`src/rtl/ecap_walker.sv`:
```
module ecap_walker #(
  parameter int unsigned MAX_STEPS = 1024,
  parameter logic [11:0] BASE_OFF  = 12'h100,
  parameter logic [15:0] SERIAL_ID = 16'h0003,
  parameter logic [15:0] VSPEC_ID  = 16'h0023
) (
  input  logic        clk,
  input  logic        rst_n,
  input  logic        start,
  input  logic        mode,
  input  logic [15:0] vendor_key,
  input  logic [15:0] dvsec_key,
  output logic        rd_req,
  output logic [11:0] rd_addr,
  input  logic        rd_valid,
  input  logic [31:0] rd_data,
  output logic        busy,
  output logic        done,
  output logic        found,
  output logic [63:0] serial,
  output logic [11:0] cap_offset
);
  localparam int unsigned STEP_W = $clog2(MAX_STEPS + 1);

  typedef enum logic [2:0] {S_IDLE, S_HDR, S_VEND, S_SUB, S_SLO, S_SHI} st_t;

  st_t              st;
  logic [11:0]      ptr, link_q;
  logic [STEP_W-1:0] steps;
  logic             mode_q;
  logic [15:0]      vkey_q, dkey_q;
  logic [31:0]      lo_q;

  wire        hdr_blank = (rd_data == 32'h0) || (rd_data == 32'hFFFF_FFFF);
  wire [11:0] hdr_link  = {rd_data[31:22], 2'b00};
  wire [11:0] hop_to    = (st == S_HDR) ? hdr_link : link_q;
  wire [STEP_W-1:0] hops_done = (st == S_HDR) ? steps + 1'b1 : steps;
  wire        hop_ok    = (hop_to >= BASE_OFF) && (hops_done < STEP_W'(MAX_STEPS));

  assign busy   = (st != S_IDLE);
  assign rd_req = busy;

  always_comb begin
    case (st)
      S_VEND, S_SLO: rd_addr = ptr + 12'd4;
      S_SUB,  S_SHI: rd_addr = ptr + 12'd8;
      default:       rd_addr = ptr;
    endcase
  end

  always_ff @(posedge clk or negedge rst_n) begin
    if (!rst_n) begin
      st         <= S_IDLE;
      ptr        <= '0;
      link_q     <= '0;
      steps      <= '0;
      mode_q     <= 1'b0;
      vkey_q     <= '0;
      dkey_q     <= '0;
      lo_q       <= '0;
      done       <= 1'b0;
      found      <= 1'b0;
      serial     <= '0;
      cap_offset <= '0;
    end else begin
      done <= 1'b0;
      case (st)
        S_IDLE: if (start) begin
          mode_q     <= mode;
          vkey_q     <= vendor_key;
          dkey_q     <= dvsec_key;
          ptr        <= BASE_OFF;
          steps      <= '0;
          found      <= 1'b0;
          serial     <= '0;
          cap_offset <= '0;
          st         <= S_HDR;
        end
        S_HDR: if (rd_valid) begin
          steps  <= steps + 1'b1;
          link_q <= hdr_link;
          if (steps == '0 && hdr_blank) begin
            done <= 1'b1;
            st   <= S_IDLE;
          end else if (!mode_q && rd_data[15:0] == SERIAL_ID) begin
            st <= S_SLO;
          end else if (mode_q && rd_data[15:0] == VSPEC_ID) begin
            st <= S_VEND;
          end else if (hop_ok) begin
            ptr <= hop_to;
          end else begin
            done <= 1'b1;
            st   <= S_IDLE;
          end
        end
        S_VEND: if (rd_valid) begin
          if (rd_data[15:0] == vkey_q) begin
            st <= S_SUB;
          end else if (hop_ok) begin
            ptr <= hop_to;
            st  <= S_HDR;
          end else begin
            done <= 1'b1;
            st   <= S_IDLE;
          end
        end
        S_SUB: if (rd_valid) begin
          if (rd_data[15:0] == dkey_q) begin
            found      <= 1'b1;
            cap_offset <= ptr;
            done       <= 1'b1;
            st         <= S_IDLE;
          end else if (hop_ok) begin
            ptr <= hop_to;
            st  <= S_HDR;
          end else begin
            done <= 1'b1;
            st   <= S_IDLE;
          end
        end
        S_SLO: if (rd_valid) begin
          lo_q <= rd_data;
          st   <= S_SHI;
        end
        S_SHI: if (rd_valid) begin
          serial <= {rd_data, lo_q};
          found  <= 1'b1;
          done   <= 1'b1;
          st     <= S_IDLE;
        end
        default: st <= S_IDLE;
      endcase
    end
  end

  AST_DONE_PULSE: assert property (@(posedge clk) disable iff (!rst_n)
    done |=> !done);
  AST_FOUND_AT_DONE: assert property (@(posedge clk) disable iff (!rst_n)
    $rose(found) |-> done);
  AST_ADDR_HOLD: assert property (@(posedge clk) disable iff (!rst_n)
    (rd_req && !rd_valid) |=> (rd_req && $stable(rd_addr)));
  AST_ALIGNED: assert property (@(posedge clk) disable iff (!rst_n)
    rd_req |-> (rd_addr[1:0] == 2'b00));
  AST_HDR_FLOOR: assert property (@(posedge clk) disable iff (!rst_n)
    (st == S_HDR) |-> (ptr >= BASE_OFF));
  AST_STEP_BOUND: assert property (@(posedge clk) disable iff (!rst_n)
    steps <= STEP_W'(MAX_STEPS));
  AST_START_IGNORED: assert property (@(posedge clk) disable iff (!rst_n)
    (busy && start) |=> ($stable(mode_q) && $stable(vkey_q) && $stable(dkey_q)));
endmodule

```
`config.mk`:
```
export PLATFORM = sky130hd
export DESIGN_NAME = ecap_walker
export DESIGN_NICKNAME = d
export VERILOG_FILES = /design/src/rtl/ecap_walker.sv
export SDC_FILE = /design/constraint.sdc
export NUM_CORES = 1
export LEC_CHECK = 0
export ABC_CLOCK_PERIOD_IN_PS = 7350
export BUFFER_PORTS_ARGS = -buffer_cell sky130_fd_sc_hd__buf_4
export CAP_MARGIN = 20
export CORE_MARGIN = 2
export CORE_UTILIZATION = 40
export CTS_CLUSTER_DIAMETER = 120
export DETAILED_ROUTE_END_ITERATION = 7
export SLEW_MARGIN = 20
export SYNTH_ARGS = -nofsm -noshare
export SYNTH_HDL_FRONTEND = slang
export SYNTH_SLANG_ARGS = --single-unit
```
`constraint.sdc`:
```
create_clock -name clk -period 7.35 [get_ports clk]
set_clock_uncertainty 0.2 [all_clocks]
set_input_delay 0.3675 -clock clk [delete_from_list [all_inputs] [get_ports clk]]
set_output_delay 0.3675 -clock clk [all_outputs]
set_load 0.03 [all_outputs]
```
==> impl_metrics.yaml <==
worst_setup_path:
  worstPathRequired_ns: 7.51
  crit_path_frequent_cell: "or3b_2"
  crit_type: "reg2reg"
  path_cells: "or3b_2 > nor4_1 > xnor2_1 > or3b_2 > o31ai_1 > mux2i_1"
  r2r_slack_ns: 4.02
  cp-end-kind: "flip-flop"
  critPathLaunchType: "flip-flop"
  worst-path-buf-inv: 0
  critical-path-top-delay-family: "simple AND/OR/NAND/NOR gates"
  critPathMaxStageDelay_ns: 0.74
  cp_slowest_cell: "dfrtp_1"
  crit_fanout: 25
  arrival_ns: 3.49
synthesis:
  synthFlopType: "dfrtp_1"
  postSynth.asyncResetShare: 1.000
  synth_fa_ha_area_frac: 0.006159
  synthXorXnorAreaFrac: 0.04958
  yosys_warnings: 0
  netlist_area_mm2: 0.008127
  synth_mux_area_frac: 0.1249
  synth-edff-count: 0
  synth-simple-area-share: 0.1709
  ys_ff_latch: 175
  synth_compound_area_frac: 0.07667
  yosysSeqAreaShare: 0.5389
  synthDistinctLibCells: 50
  synth_top_family_by_area: "simple AND/OR/NAND/NOR gates"
  syn_area_per_cell_um2: 10.35
  netlist_instances: 785
timing:
  finalCriticalPeriod_ns: 3.334
  finalCritPeriodShare: 0.4536
  hold_violations: 0
  rsz0062_at_grt: "no"
  relSlewSlack: 0.3653
  setup_viol: 0
  finalSetupTns_ns: 0
  tightest_slew_ns: 0.9520
  slew_violations: 0
  fmax_ghz: 0.3000
clocking:
  clockRootBuffer: "clkbuf_16"
  htreeDepth: 4
  clkSinkCount: 175
  cts_tree: "built"
  cts_buffer_depth: 2
  postCtsSetupRepairBufs: 0
  clock_latency_ns: 0.44
  cts_buffers: 17
  cts-resized-gates: 0
  cts_hold_buf: 47
  cts.clk_slew.worst_paths_ns: 0.07
cells_and_area:
  seq_area_mm2: 0.004379
  synthToLayoutAreaGrowth_pct: 30.45
  fill_cells: 1857
  drive_above_1_share: 0.2990
  multi_input_area_mm2: 0.003526
  nets: 1040
  antenna_cells: 0
drt:
  drcViolationCount: 0
  via_per_inst: 4.932
  wl_um: 21190
  via_count: 6165
  drt_first_pass_iters: 6
  post_drt_wl_per_cell_um: 16.95
  ant_nets: 0
  drt_iter0_markers: 386
floorplanning:
  fp.dieArea_mm2: 0.02147
  coreArea_mm2: 0.02010
  ios: 161
  die_h_um: 146.5
  initial_utilization: 0.4042
  row_count: 52
  die_w_um: 146.5
place:
  gp_congestion: 0.8051
  io_buffers: 156
  dp_hpwl_um: 13980
flow_run:
  drv_cap: 0
global_routing:
  grt_pass1_vias: 6023
  grt_max_degree: 129
  grt_overflow: 0
  grtUsageTotal: 0.2028
  antenna_found_initial: 0
  grt_pass1_wl_um: 33900
power:
  powerDensity_mw_per_mm2: 285.9
  power.total_w: 0.003031
  p_leak_nw: 4.902
  ir_drop_mv: 0.1797
worst_hold_path:
  min_path_type: "in2reg"
outcome:
  status: "complete, no violations"
[state kept, by name, summed over array words and instances, names as in the netlist]
| signal | cells |
|---|---|
| serial | 64 |
| lo_q | 32 |
| dkey_q | 16 |
| vkey_q | 16 |
| steps | 11 |
| cap_offset | 10 |
| link_q | 10 |
| ptr | 10 |
| st | 3 |
| done | 1 |
| found | 1 |
| mode_q | 1 |
[cells in the mapped netlist, types with 3 or more instances]
cell / count / area (um2)
nand4_1: 16 / 100.1
a22oi_1: 6 / 45.04
inv_1: 8 / 30.03
nor3_1: 5 / 25.02
mux2_2: 75 / 844.6
nor2_1: 32 / 120.1
nand3_1: 9 / 45.04
or4_1: 3 / 22.52
mux2_4: 10 / 150.1
buf_1: 5 / 18.77
or3_1: 6 / 37.54
o21ai_0: 81 / 405.4
a21oi_1: 11 / 55.05
buf_6: 3 / 33.78
buf_4: 5 / 37.54
ha_1: 4 / 50.05
dfrtp_1: 175 / 4379
buf_2: 4 / 20.02
nand2_1: 186 / 698.2
clkbuf_1: 33 / 123.9
xor2_1: 39 / 341.6
nand2b_1: 3 / 18.77
nor4_1: 15 / 93.84
xnor2_1: 7 / 61.31
and3_1: 11 / 68.82
[kinds of logic after synthesis]
kind of cell,count (synthesis)
muxes,87
other,1
xor gates and xnor gates,46
AOI/OAI and AO/OA,112
DFF,175
and+or+nand+nor,302
buffers and inverters,58
adders and majority gates,4
[area by class of cell]
cell class | instances | area share
sequential | 175 | 0.4131
multi-input combinational | 555 | 0.3326
timing repair buffer | 210 | 0.1605
clock buffer | 20 | 0.04308
tap | 270 | 0.03187
clock inverter | 12 | 0.01605
inverter | 8 | 0.002833
[placed cells by master, fill, tap and decap left out, types with 3 or more instances in the layout]
master	count
nand2b_1	3
nand4_1	16
xor2_1	39
buf_4	161
clkbuf_16	17
bufinv_16	3
nor2_1	30
inv_1	8
or4_1	3
dlygate4sd3_1	47
dfrtp_1	175
a22oi_1	6
nand2_1	186
nor4_1	15
mux2_2	75
and3_1	11
nor3_1	4
mux2_4	10
nand3_1	9
or3_1	6
conb_1	4
o21ai_0	81
a21oi_1	10
ha_1	4
xnor2_1	7
inv_6	3
clkinv_4	3
[routing by layer]
metal  GRT usage  up-vias  wire length, um
met4     0.06942        0              298
met2      0.3245      145            10180
met1      0.2800     2959             9763
met5           0        -                0
met3     0.03563       21              948
li1            -     3040                -
[worst reg2reg max path: stages (launching register included)]
cell     delay (ns)
dfrtp_1        0.74
or3b_2         0.64
nor4_1         0.39
xnor2_1        0.18
or3b_2         0.51
o31ai_1        0.38
mux2i_1        0.22
[path summary, 6_finish.rpt]
path,start,to,cells past startpoint
min in group asynchronous,rst_n,cap_offset[6],2
worst min register to register,serial[26],serial[26],2
worst max register to register,st[0],st[1],6
worst min-delay path,rd_data[26],link_q[6],3
worst max-delay path,st[0],st[1],6
max in group asynchronous,rst_n,serial[48],3
[report_power, final]
part | leakage (nW) | total [W] | internal (W) | switching [W]
combinational | 2.30 | 0.000785 | 0.000371 | 0.000414
clock | 0.309 | 0.000961 | 0.000562 | 0.000399
sequential | 2.30 | 0.00129 | 0.00113 | 0.000155
[stage by stage]
step                std cells  utilization  hold WS [ns]  setup WS (ns)  cell area [um2]
floorplan                 788            -       -0.1281          4.598             8138
global placement         1171       0.4726        0.2642          4.126             9500
detailed placement       1171       0.4726        0.2676          4.030             9500
CTS                      1250       0.5271      0.001838          4.017            10600
global route             1250       0.5273       0.01639          3.811            10600
finish                   1250       0.5273       0.01911          4.016            10600
Power figures use the tool's default switching activity.
